File: src/rtl/qb_port_pkg.sv
// Package: shared encodings for the quasi-bidirectional port.
// Assumes the per-pin mode is formed as {cfg_a, cfg_b}.
package qb_port_pkg;

    typedef enum logic [1:0] {
        PM_QUASI = 2'b00,
        PM_PUSH  = 2'b01,
        PM_HIZ   = 2'b10,
        PM_OPEN  = 2'b11
    } pad_mode_e;

    typedef enum logic [1:0] {
        RS_LATCH = 2'b00,
        RS_CFGA  = 2'b01,
        RS_CFGB  = 2'b10,
        RS_PINS  = 2'b11
    } reg_sel_e;

endpackage

File: src/rtl/qb_port_regs.sv
// Register file of the port: the output latch and configuration A and B.
// Assumes a single write strobe; a select value of RS_PINS writes nothing.
module qb_port_regs
    import qb_port_pkg::*;
#(
    parameter int WIDTH = 8
) (
    input  logic             clk,
    input  logic             rst_n,
    input  logic             wr_en,
    input  logic [1:0]       wr_sel,
    input  logic [WIDTH-1:0] wr_data,
    output logic [WIDTH-1:0] latch_q,
    output logic [WIDTH-1:0] cfga_q,
    output logic [WIDTH-1:0] cfgb_q
);

    // Load the selected register; reset gives latch ones and quasi mode.
    always_ff @(posedge clk) begin
        if (!rst_n) begin
            latch_q <= '1;
            cfga_q  <= '0;
            cfgb_q  <= '0;
        end else if (wr_en) begin
            case (reg_sel_e'(wr_sel))
                RS_LATCH: latch_q <= wr_data;
                RS_CFGA:  cfga_q  <= wr_data;
                RS_CFGB:  cfgb_q  <= wr_data;
                default:  ;
            endcase
        end
    end

    // a latch write is visible one edge later.
    assert_latch_load_R2: assert property (@(posedge clk) disable iff (!rst_n)
        (wr_en && wr_sel == RS_LATCH) |=> (latch_q == $past(wr_data)));

endmodule

File: src/rtl/qb_pin_sync.sv
// Multi-stage synchronizer for the pin levels read back through the port.
// Assumes STAGES >= 1; each stage is a plain register bank.
module qb_pin_sync #(
    parameter int WIDTH  = 8,
    parameter int STAGES = 2
) (
    input  logic             clk,
    input  logic             rst_n,
    input  logic [WIDTH-1:0] pin_in,
    output logic [WIDTH-1:0] pin_sync
);

    logic [WIDTH-1:0] stage_q [STAGES];
    logic             armed_q;

    // Shift pin levels through the stage chain.
    always_ff @(posedge clk) begin
        if (!rst_n) begin
            for (int s = 0; s < STAGES; s++) stage_q[s] <= '0;
            armed_q <= 1'b0;
        end else begin
            stage_q[0] <= pin_in;
            for (int s = 1; s < STAGES; s++) stage_q[s] <= stage_q[s-1];
            armed_q <= 1'b1;
        end
    end

    assign pin_sync = stage_q[STAGES-1];

    // each stage holds what its predecessor held one edge earlier.
    for (genvar s = 0; s < STAGES; s++) begin : g_stage_chk
        if (s == 0) begin : g_first
            assert_sync_shift_R9: assert property (@(posedge clk) disable iff (!rst_n)
                armed_q |-> (stage_q[0] == $past(pin_in)));
        end else begin : g_rest
            assert_sync_shift_R9: assert property (@(posedge clk) disable iff (!rst_n)
                armed_q |-> (stage_q[s] == $past(stage_q[s-1])));
        end
    end

endmodule

File: src/rtl/qb_pin_drive.sv
// Drive logic for one pin: selects the effective output value, decodes the
// mode and produces registered pull-up and pull-down enables.
// Assumes FORCE_OD pins are wired to an open bus and must never pull up.
module qb_pin_drive
    import qb_port_pkg::*;
#(
    parameter bit FORCE_OD = 1'b0
) (
    input  logic clk,
    input  logic rst_n,
    input  logic cfg_a,
    input  logic cfg_b,
    input  logic latch_bit,
    input  logic alt_en,
    input  logic alt_dat,
    output logic pu_en,
    output logic pd_en
);

    pad_mode_e mode;
    logic      eff;
    logic      prev_q;
    logic      pu_d, pd_d;
    logic      pu_q, pd_q;

    // Resolve the mode, with the forced pins pinned to open-drain.
    always_comb mode = FORCE_OD ? PM_OPEN : pad_mode_e'({cfg_a, cfg_b});

    // The alternate function owns the pin only while the latch bit is 1.
    always_comb eff = (alt_en && latch_bit) ? alt_dat : latch_bit;

    // Next transistor enables from the mode and the effective value.
    always_comb begin
        pu_d = 1'b0;
        pd_d = ~eff;
        case (mode)
            PM_QUASI: pu_d = eff & ~prev_q;
            PM_PUSH:  pu_d = eff;
            PM_HIZ:   pd_d = 1'b0;
            default:  ;
        endcase
    end

    // Register the enables and remember the last effective value.
    always_ff @(posedge clk) begin
        if (!rst_n) begin
            prev_q <= 1'b1;
            pu_q   <= 1'b0;
            pd_q   <= 1'b0;
        end else begin
            prev_q <= eff;
            pu_q   <= pu_d;
            pd_q   <= pd_d;
        end
    end

    assign pu_en = pu_q;
    assign pd_en = pd_q;

    // the two transistors never fight.
    assert_no_crowbar_R10: assert property (@(posedge clk) disable iff (!rst_n)
        !(pu_q && pd_q));

    // outside push-pull, a pull-up pulse lasts a single cycle.
    assert_pulse_once_R3: assert property (@(posedge clk) disable iff (!rst_n)
        (pu_q && mode != PM_PUSH) |=> !pu_q);

    // open-drain (also the forced case of R7) never pulls up.
    assert_open_no_pullup_R5: assert property (@(posedge clk) disable iff (!rst_n)
        (mode == PM_OPEN) |=> !pu_q);

    // high-impedance releases both transistors.
    assert_hiz_release_R6: assert property (@(posedge clk) disable iff (!rst_n)
        (mode == PM_HIZ) |=> (!pu_q && !pd_q));

endmodule

File: src/rtl/qb_port.sv
// Top of the configurable port: register file, pin synchronizer, one drive
// slice per pin, and the read-back mux.
// Assumes FORCE_OD_MASK is sized to WIDTH; set bits mark bus pins.
module qb_port
    import qb_port_pkg::*;
#(
    parameter int               WIDTH         = 8,
    parameter int               SYNC_STAGES   = 2,
    parameter logic [WIDTH-1:0] FORCE_OD_MASK = 8'hF0
) (
    input  logic             clk,
    input  logic             rst_n,
    input  logic             wr_en,
    input  logic [1:0]       wr_sel,
    input  logic [WIDTH-1:0] wr_data,
    input  logic [1:0]       rd_sel,
    output logic [WIDTH-1:0] rd_data,
    input  logic [WIDTH-1:0] alt_en,
    input  logic [WIDTH-1:0] alt_dat,
    input  logic [WIDTH-1:0] pin_in,
    output logic [WIDTH-1:0] pu_en,
    output logic [WIDTH-1:0] pd_en
);

    logic [WIDTH-1:0] latch_q, cfga_q, cfgb_q, pin_sync;

    qb_port_regs #(.WIDTH(WIDTH)) u_regs (
        .clk     (clk),
        .rst_n   (rst_n),
        .wr_en   (wr_en),
        .wr_sel  (wr_sel),
        .wr_data (wr_data),
        .latch_q (latch_q),
        .cfga_q  (cfga_q),
        .cfgb_q  (cfgb_q)
    );

    qb_pin_sync #(.WIDTH(WIDTH), .STAGES(SYNC_STAGES)) u_sync (
        .clk      (clk),
        .rst_n    (rst_n),
        .pin_in   (pin_in),
        .pin_sync (pin_sync)
    );

    // One drive slice per pin; the mask picks the forced variant.
    for (genvar i = 0; i < WIDTH; i++) begin : g_pin
        qb_pin_drive #(.FORCE_OD(FORCE_OD_MASK[i])) u_drive (
            .clk       (clk),
            .rst_n     (rst_n),
            .cfg_a     (cfga_q[i]),
            .cfg_b     (cfgb_q[i]),
            .latch_bit (latch_q[i]),
            .alt_en    (alt_en[i]),
            .alt_dat   (alt_dat[i]),
            .pu_en     (pu_en[i]),
            .pd_en     (pd_en[i])
        );
    end

    // Combinational read-back of the selected source.
    always_comb begin
        case (reg_sel_e'(rd_sel))
            RS_LATCH: rd_data = latch_q;
            RS_CFGA:  rd_data = cfga_q;
            RS_CFGB:  rd_data = cfgb_q;
            default:  rd_data = pin_sync;
        endcase
    end

endmodule

File: config.mk
export PLATFORM = sky130hd
export DESIGN_NAME = qb_port
export DESIGN_NICKNAME = d
export VERILOG_FILES = /design/src/rtl/qb_port_pkg.sv /design/src/rtl/qb_port_regs.sv /design/src/rtl/qb_pin_sync.sv /design/src/rtl/qb_pin_drive.sv /design/src/rtl/qb_port.sv
export SDC_FILE = /design/constraint.sdc
export NUM_CORES = 1
export LEC_CHECK = 0
export CAP_MARGIN = 25
export CORE_MARGIN = 2
export CORE_UTILIZATION = 48
export CTS_CLUSTER_DIAMETER = 40
export DETAILED_ROUTE_END_ITERATION = 6
export PLACE_DENSITY = 0.78
export SLEW_MARGIN = 40
export SYNTH_ARGS = -nofsm -noshare
export SYNTH_HDL_FRONTEND = slang
export SYNTH_SLANG_ARGS = --single-unit
export TNS_END_PERCENT = 30
File: constraint.sdc
create_clock -name clk -period 1.2 [get_ports clk]
set_clock_uncertainty 0.15 [all_clocks]
set_input_delay 0.12 -clock clk [delete_from_list [all_inputs] [get_ports clk]]
set_output_delay 0.12 -clock clk [all_outputs]
set_load 0.03 [all_outputs]
==> results of run 1 <==
state kept, by name, indices dropped and copies added, names as in the netlist:
register and count:
u_sync.stage_q 16, g_pin.u_drive.pd_en 8, u_regs.cfga_q 8, u_regs.cfgb_q 8, u_regs.latch_q 8, g_pin.u_drive.prev_q 4, g_pin.u_drive.pu_en 4
kinds of logic (layout without fill, tap and decap cells):
| family | count (synthesis) | after routing | share of synthesized area [%] |
|---|---|---|---|
| and+or+nand+nor | 63 | 63 | 17.4 |
| DFF | 56 | 56 | 47.0 |
| buffers and inverters | 46 | 119 | 12.6 |
| AOI/OAI and AO/OA | 24 | 24 | 8.60 |
| muxes | 24 | 24 | 14.3 |
| other | 1 | 4 | 0.157 |
power by group through the flow:
stage	sequential (uW)	clock, uW	combinational, uW
after floorplan	2010	0	414
after global placement	2020	0	657
after detailed placement	2020	0	669
after CTS	1980	1230	694
after global routing	1990	1310	746
final	1980	1220	699
cell usage in the layout (no fill, tap or decap), types with 2 or more instances in the layout:
master           count
dfxtp_1             49
buf_4               45
clkdlybuf4s50_1     33
nand2_1             24
mux2i_1             16
inv_1               16
and2_1              16
buf_6               10
mux4_2               8
nand4bb_1            8
o211ai_1             8
nand2b_1             8
dfxtp_2              7
clkbuf_8             5
a21oi_1              4
nor2b_1              4
o221a_2              4
o21ai_0              4
conb_1               4
dlygate4sd2_1        4
a2111oi_2            3
nand3b_4             2
metal layers:
| metal | routed length (um) | part of all wire, % | global-route usage, % | vias up |
|---|---|---|---|---|
| li1 | - | - | - | 856 |
| met3 | 352 | 7.0 | 5.56 | 10 |
| met1 | 2100 | 42 | 22.9 | 794 |
| met5 | 0 | 0 | 0 | - |
| met2 | 2430 | 48 | 32.3 | 58 |
| met4 | 126 | 2.5 | 7.14 | 0 |
timing repair:
action,4_1_cts,5_1_grt
endpoints found under the setup margin,12,9
pin swaps,0,1
buffers inserted,5,1
resized for setup,53,5
path summary, 6_finish.rpt:
kind / from / endpoint / slack, ps / cells after the start
min: rst_n / g_pin[3].u_drive.prev_q / 30 / 2
min reg2reg: g_pin[0].u_drive.prev_q / g_pin[0].u_drive.pu_en / 290 / 1
max: u_regs.latch_q[7] / rd_data[7] / -390 / 2
max reg2reg: u_regs.cfga_q[3] / g_pin[3].u_drive.pu_en / 90 / 3
area by class of cell:
type | instances | area, um2 | area share [%]
clock inverter | 2 | 35.0 | 1.09
inverter | 17 | 63.8 | 1.99
sequential | 56 | 1130 | 35.2
multi-input combinational | 115 | 987 | 30.7
clock buffer | 6 | 72.6 | 2.26
timing repair buffer | 94 | 841 | 26.2
tap | 67 | 83.8 | 2.61
metrics by stage:
stage,total power (uW),setup WS [ps],instances
6_report,3900,-390,357
4_1_cts,3900,-386,356
5_1_grt,4040,-400,357
2_1_floorplan,2430,61.6,217
3_5_place_dp,2690,-969,343
3_3_place_gp,2670,-950,343
==> impl_metrics.yaml, run 1 <==
critical_path:
  crit_family: "multiplexers"
  worstSetupStartpointType: "flip-flop"
  crit_type: "flip-flop to output pin"
  cp.required_ps: 930
  max_stage_delay_ps: 500
  crit_chain: "mux4_2, buf_6"
  worstPathMaxFanout: 2
  critPathSlowestCell: "mux4_2"
  endpoint_kind: "output pin"
  path_buf_inv: 1
  cp.arrival_ps: 1320
yosys:
  synth_largest_area_cell: "dfxtp_1"
  synth.cell_area_um2: 2390
  ys_top_cells_by_area: "dfxtp_1 (47%), mux4_2 (7.6%), mux2i_1 (6.7%)"
  yosysTopAreaCellShare_pct: 47.0
  syn_area_per_cell_um2: 11.1
  synth_edf_count: 0
  yosysUniqueCellTypes: 22
  synth_ff_type: "dfxtp_1"
  synth-seq-cells: 56
  yosysMostFrequentCell: "dfxtp_1"
  synth-async-reset-ratio_pct: 0
  yosysWarnings: 0
  synth_top_cells_by_count: "dfxtp_1 (56), nand2_1 (24), buf_4 (17)"
  syn_inst: 214
  yosysSeqAreaShare_pct: 47.0
power_and_ir_drop:
  clkPwrFrac_pct: 31.3
  power_per_cell_area_nw_per_um2: 1210
  p_int_uw: 2940
  vdd_drop_max_v: 0.000712
  swShare_pct: 24.5
  combPwrFrac_pct: 17.9
  p_leak_uw: 0.00145
  power_frac_seq_pct: 50.8
  p_sw_uw: 956
finish:
  antenna_cells: 0
  fillCellCount: 375
  areaGrowthSynthToFinish_pct: 34.7
  design_area_um2: 3210
  final_nets: 328
  drive_gt1_share_pct: 31.4
  final_util_pct: 67.6
timing:
  worst_slack_ps: -390
  timing.hold.ws_ps: 32.7
  finalHoldViolCount: 0
  fin_crit_ps: 1590
  post-route-period-util_pct: 133
  slew_violations: 0
  setup_viol: 8
  grt_setup_unrepaired: "true"
  finalSetupTns_ps: -2710
  max_freq_mhz: 629
place:
  place_hpwl_um: 3570
  io_buffers: 58
  gp_congestion: 0.798
  place_area_um2: 3020
min_path:
  hold_class: "primary input to flip-flop"
clock_tree:
  cts_sinks: 56
  clockBufferDepth: 2
  htreeDepth: 2
  clk_pin_slew_worst_paths_ps: 100
  clkLatencyLatePin_ps: 310
  clockRootBuffer: "clkbuf_8"
  tritoncts: "done"
  cts_hold_buf: 0
  cts_buffers: 5
drt:
  drc: 0
  wl_per_cell_um: 14.0
  first_pass_iters: 4
  first_iter_violations: 113
  route.vias.total: 1718
  avgViaCountPerCell: 4.81
  finalWirelength_um: 5010
  ant_nets: 0
grt:
  grt_pass1_wl_um: 7780
  grt_max_degree: 19
  gr-usage-all-layers_pct: 19.0
  global_route.overflow_total: 0
  grt_pass1_vias: 1639
  grt_antenna_before_repair: 0
floorplanning:
  die_w_um: 74.5
  fp.dieH_um: 74.5
  num_io_pins: 63
  fp-row-count: 25
  start_util_pct: 50.2
  core_area_um2: 4750
  dieArea_um2: 5550
status:
  violations: "setup timing"
  status: "complete, but fails checks"
flow_run:
  drv_cap: 0
Note: power is estimated with default switching activity, not from simulation.
==> run 2, diff against run 1 <==
--- a/config.mk
+++ b/config.mk
@@ -14,5 +14,6 @@
 export SLEW_MARGIN = 40
 export SYNTH_ARGS = -nofsm -noshare
 export SYNTH_HDL_FRONTEND = slang
+export SYNTH_HIERARCHICAL = 1
 export SYNTH_SLANG_ARGS = --single-unit
 export TNS_END_PERCENT = 30
==> constraint.sdc (replaced) <==
create_clock -name clk -period 1.5 [get_ports clk]
set_clock_uncertainty 0.15 [all_clocks]
set_input_delay 0.15 -clock clk [delete_from_list [all_inputs] [get_ports clk]]
set_output_delay 0.15 -clock clk [all_outputs]
set_load 0.03 [all_outputs]
==> run 2 against run 1 <==
  * The run still ends with setup timing left
  * Sequential power fell by 20%
  * Routed wire length fell by 9.6%
  * Clock power fell by 20%
  * Count of clock-buffer cells in the layout fell by 1
  * Via count fell by 3.0%
  * Sequential share of layout area fell by 1.1 points
  * Final area rose by 3.4%
  * First-iteration DRC count fell by 44%
  * Synthesized area rose by 3.8%
  * Synthesized cell count did not move
==> impl_metrics.yaml, run 2 <==
timing:
  grt_setup_unrepaired: "true"
  finalHoldViolCount: 0
  timing.hold.ws_ps: 129
  setup_viol: 8
  slew_violations: 0
  worst_slack_ps: -62.9
  max_freq_mhz: 640
  post-route-period-util_pct: 104
  fin_crit_ps: 1560
yosys:
  muxShareOfSynthArea_pct: 13.7
  synth-async-reset-ratio_pct: 0
  synth.cell_area_um2: 2480
  yosys.area_share.simple_pct: 19.3
  synth-xor-area-share_pct: 0
  syn_area_per_cell_um2: 11.6
  syn_nets: 253
  synth_compound_area_share_pct: 10.7
  synth_largest_area_cell: "dfxtp_1"
  yosysWarnings: 6
  synth_edf_count: 0
  synth_top_cells_by_count: "dfxtp_1 (56), nand2_1 (24), inv_1 (20), mux2i_1 (16), buf_4 (14)"
  yosysMostFrequentCell: "dfxtp_1"
  yosysTopAreaCellShare_pct: 45.3
  synth_ff_type: "dfxtp_1"
  synth_fa_ha_area_share_pct: 0
  ys_top_cells_by_area: "dfxtp_1 (45%), mux4_2 (7.3%), mux2i_1 (6.5%)"
  synth_top_family_by_area: "simple AND/OR/NAND/NOR gates"
  syn_inst: 214
  yosysSeqAreaShare_pct: 45.3
  yosysUniqueCellTypes: 24
  synth-seq-cells: 56
critical_path:
  worstReg2RegStart: "u_regs/cfga_q[3]"
  critPathLaunch: "u_regs/cfgb_q[0]"
  worstPathMaxFanout: 2
  worstSetupStartpointType: "flip-flop"
  r2r_end: "g_pin[3].u_drive/pu_en"
  endpoint_kind: "output pin"
  cp.arrival_ps: 1260
  crit_type: "flip-flop to output pin"
  ff2ff_path_depth: 3
  cp.required_ps: 1200
  rrSetupSlack_ps: 380
drt:
  wl_met1_um: 1950
  avgViaCountPerCell: 4.70
  finalWirelength_um: 4530
  first_pass_iters: 4
  dr_wl_met2_um: 2280
  ant_nets: 0
  met3_length_um: 269
  highest_layer: "met4"
  wl_per_cell_um: 12.8
  route.vias.total: 1667
  drc: 0
  first_iter_violations: 63
clock_tree:
  clockBufferDepth: 2
  clk_pin_slew_worst_paths_ps: 100
  tritoncts: "done"
  clkLatencyLatePin_ps: 300
  htreeDepth: 2
  clockRootBuffer: "clkbuf_8"
  cts_buffers: 5
  cts_sinks: 56
finish:
  final_util_pct: 65.9
  layout_common_cells: "dfxtp_1 (47), clkdlybuf4s50_1 (35), buf_4 (25), nand2_1 (24), inv_1 (20)"
  antenna_cells: 0
  drive_gt1_share_pct: 31.2
  final_nets: 323
  top_register: "u_sync/stage_q"
  largest_reg_flops: 16
  layout_commonest_cell: "dfxtp_1"
  areaGrowthSynthToFinish_pct: 34.1
place:
  place_hpwl_um: 3360
  io_buffers: 58
  gp_congestion: 0.781
  dp_slack_ps: -736
min_path:
  hp-start: "rst_n"
  hold_depth: 3
  hold_end: "g_pin[3].u_drive/prev_q"
  hold_class: "primary input to flip-flop"
power_and_ir_drop:
  power_per_cell_area_nw_per_um2: 940
  vdd_drop_max_v: 0.000631
  p_leak_uw: 0.00146
grt:
  grt_antenna_before_repair: 0
  global_route.overflow_total: 0
  grt_max_degree: 65
  gr-usage-all-layers_pct: 16.8
  grt_pass1_vias: 1543
  grt_pass1_wl_um: 7120
floorplanning:
  fp.dieH_um: 75.8
  dieArea_um2: 5750
  core_area_um2: 5040
  die_w_um: 75.8
  fp-row-count: 26
  start_util_pct: 49.1
  num_io_pins: 63
status:
  status: "complete, but fails checks"
  violations: "setup timing"
flow_run:
  drv_cap: 0
-- run 2: final cells by class --
cell class / count / area (um2)
fill: 386 / 1720
sequential: 56 / 1130
multi-input combinational: 115 / 1100
inverter: 20 / 75.1
tap: 70 / 87.6
clock buffer: 5 / 68.8
timing repair buffer: 86 / 816
clock inverter: 3 / 42.5
-- run 2: through the flow --
step                      cell area (um2)  instances  total power [uW]  TNS [ps]
after floorplan                      2480        214              1950         0
after global placement               3200        346              2180     -5700
after detailed placement             3200        346              2190     -6320
after CTS                            3310        354              3140      -525
after global routing                 3320        355              3240      -723
final                                3320        355              3120      -431
-- run 2: layer usage --
metal / track usage [%] / up-vias
met5: 0 / -
met4: 3.90 / 0
met3: 5.16 / 5
met2: 28.2 / 43
met1: 21.1 / 773
li1: - / 846
-- run 2: worst max-delay path by stage --
stage	endpoint	slack, ps	cells after the start
2_1_floorplan	rd_data[0]	250	2
3_3_place_gp	rd_data[2]	-730	4
3_5_place_dp	rd_data[0]	-740	4
4_1_cts	rd_data[4]	-80	2
5_1_grt	rd_data[0]	-110	2
6_report	rd_data[0]	-60	2
-- run 2: cells by family after synthesis --
logic type	after synthesis
compound gates	24
buf+inv	43
simple gates	63
flops	56
mux	24
other cells	4
-- run 2: worst max-delay path, stage by stage (launching register included) --
cell     delay [ps]
dfxtp_2         330
mux4_2          470
buf_6           160
-- run 2: power by group --
part / internal (uW) / switching (uW)
sequential: 1560 / 25.9
clock: 494 / 476
combinational: 308 / 262
-- run 2: repair_timing --
action                     in CTS  in global routing
setup endpoints to repair      20                  8
hold buffers                    0                  0
resized for setup              71                  2
setup buffers                   0                  1
==> run 3, diff against run 2 <==
--- a/config.mk
+++ b/config.mk
@@ -7,10 +7,11 @@
 export LEC_CHECK = 0
 export CAP_MARGIN = 25
 export CORE_MARGIN = 2
-export CORE_UTILIZATION = 48
+export CORE_UTILIZATION = 50
+export CTS_BUF_LIST = sky130_fd_sc_hd__clkbuf_4 sky130_fd_sc_hd__clkbuf_8
 export CTS_CLUSTER_DIAMETER = 40
 export DETAILED_ROUTE_END_ITERATION = 6
-export PLACE_DENSITY = 0.78
+export PLACE_DENSITY = 0.81
 export SLEW_MARGIN = 40
 export SYNTH_ARGS = -nofsm -noshare
 export SYNTH_HDL_FRONTEND = slang
==> run 3 against run 2 <==
  * The run still ends with setup timing left
  * Highest routed layer unchanged
  * Non-clock buffer count increased by 7
  * Critical path type unchanged
  * First-iteration DRC count shrank 24%
  * Worst setup slack worse by 26 ps
  * Maximum frequency fell by 1.6%
  * Sequential share of layout area is 0.42 points lower
  * Clock power rose by 4%
==> impl_metrics.yaml, run 3 (synthesis gave the netlist of run 2 again) <==
power_and_ir_drop:
  p_int_uw: 2400
  vdd_drop_max_v: 0.000613
  p_sw_uw: 782
  power_frac_seq_pct: 49.9
  power_uw: 3180
  p_leak_uw: 0.00149
  combPwrFrac_pct: 18.3
  swShare_pct: 24.6
  clkPwrFrac_pct: 31.8
  power_per_cell_area_nw_per_um2: 946
clock_tree:
  clkLatencyLatePin_ps: 310
  clockBufferDepth: 2
  htreeDepth: 2
  tritoncts: "done"
  cts_sinks: 56
  cts_buffers: 5
  clk_pin_slew_worst_paths_ps: 100
  clockRootBuffer: "clkbuf_8"
drt:
  finalWirelength_um: 4790
  wl_per_cell_um: 13.3
  ant_nets: 0
  drc: 0
  first_iter_violations: 48
  route.vias.total: 1747
  first_pass_iters: 4
  avgViaCountPerCell: 4.87
critical_path:
  cp.arrival_ps: 1290
  endpoint_kind: "output pin"
  worstPathMaxFanout: 2
  critPathLaunch: "u_regs/latch_q[6]"
  cp.required_ps: 1200
  worstReg2RegStart: "u_regs/cfga_q[3]"
  worstSetupStartpointType: "flip-flop"
  crit_type: "flip-flop to output pin"
floorplanning:
  fp.dieH_um: 74.4
  fp-row-count: 25
  start_util_pct: 52.1
  die_w_um: 74.4
  num_io_pins: 63
  dieArea_um2: 5530
  core_area_um2: 4750
grt:
  grt_max_degree: 27
  grt_pass1_wl_um: 7450
  gr-usage-all-layers_pct: 18.1
  grt_antenna_before_repair: 0
  grt_pass1_vias: 1708
  global_route.overflow_total: 0
finish:
  fillCellCount: 363
  fin_cells: 359
  drive_gt1_share_pct: 32.2
  layout_commonest_cell: "dfxtp_1"
  largest_reg_flops: 16
  layout_common_cells: "dfxtp_1 (48), clkdlybuf4s50_1 (36), buf_4 (31), nand2_1 (24), inv_1 (20)"
  design_area_um2: 3360
  final_nets: 330
  antenna_cells: 0
  areaGrowthSynthToFinish_pct: 35.6
  top_register: "u_sync/stage_q"
min_path:
  hp-start: "alt_en[7]"
  hold_class: "primary input to flip-flop"
status:
  violations: "setup timing"
  status: "complete, but fails checks"
timing:
  slew_violations: 0
  worst_slack_ps: -88.6
  max_freq_mhz: 630
  finalSetupTns_ps: -573
  grt_setup_unrepaired: "true"
  setup_viol: 8
  finalHoldViolCount: 0
  post-route-period-util_pct: 106
  fin_crit_ps: 1590
place:
  placed_cells: 349
  place_area_um2: 3210
  place_hpwl_um: 3650
  io_buffers: 58
  dp_slack_ps: -733
  gp_congestion: 0.743
flow_run:
  drv_cap: 0
[run 3: cell count changes in the layout (fill, tap and decap cells not counted), sizes merged]
cell | before | now
buf | 37 | 43
clkbuf | 5 | 6
clkdlybuf4s50 | 35 | 36
clkinv | 1 | 0
clkinvlp | 1 | 0
dlygate4sd2 | 14 | 13
dlygate4sd3 | 0 | 1
inv | 20 | 21
[run 3: per-layer routing]
metal,wire (um),track usage [%]
met1,2100,21.6
met5,0,0
met4,81,6.94
met2,2390,31.5
met3,219,4.47
[run 3: what timing repair did]
action,in CTS,in global routing
hold buffers,1,0
endpoints found under the hold margin,1,0
endpoints found under the setup margin,20,8
resized for setup,70,3
buffers inserted,0,1
[run 3: cell type report]
type | count | area [um2] | share of cell area, %
sequential | 56 | 1130 | 33.7
timing repair buffer | 93 | 855 | 25.4
tap | 67 | 83.8 | 2.50
multi-input combinational | 115 | 1100 | 32.7
clock buffer | 6 | 76.3 | 2.27
clock inverter | 2 | 38.8 | 1.15
inverter | 20 | 75.1 | 2.23
[run 3: power groups by stage]
stage               Combinational, uW  Clock (uW)  Sequential (uW)
floorplan                         295           0             1650
CTS                               583        1040             1580
detailed placement                581           0             1620
global placement                  569           0             1620
finish                            582        1010             1580
global route                      619        1080             1590
[run 3: per-stage QoR]
step / util, % / hold WS (ps)
after floorplan: - / 80.0
after global placement: 67.6 / 265
after detailed placement: 67.6 / 274
after CTS: 70.4 / 239
after global routing: 70.7 / 266
final: 70.7 / 247
[run 3: final timing paths]
kind	to	cells past startpoint	slack, ps
hold reg to reg	u_sync/stage_q[0][11]	1	290
setup / recovery	rd_data[6]	2	-90
setup reg to reg	g_pin[3].u_drive/pu_en	3	380
hold / removal	g_pin[7].u_drive/pd_en	3	250
[run 3: worst max-delay path: stages, from the launching register on]
cell	delay (ps)
dfxtp_1	330
mux4_2	490
buf_6	160
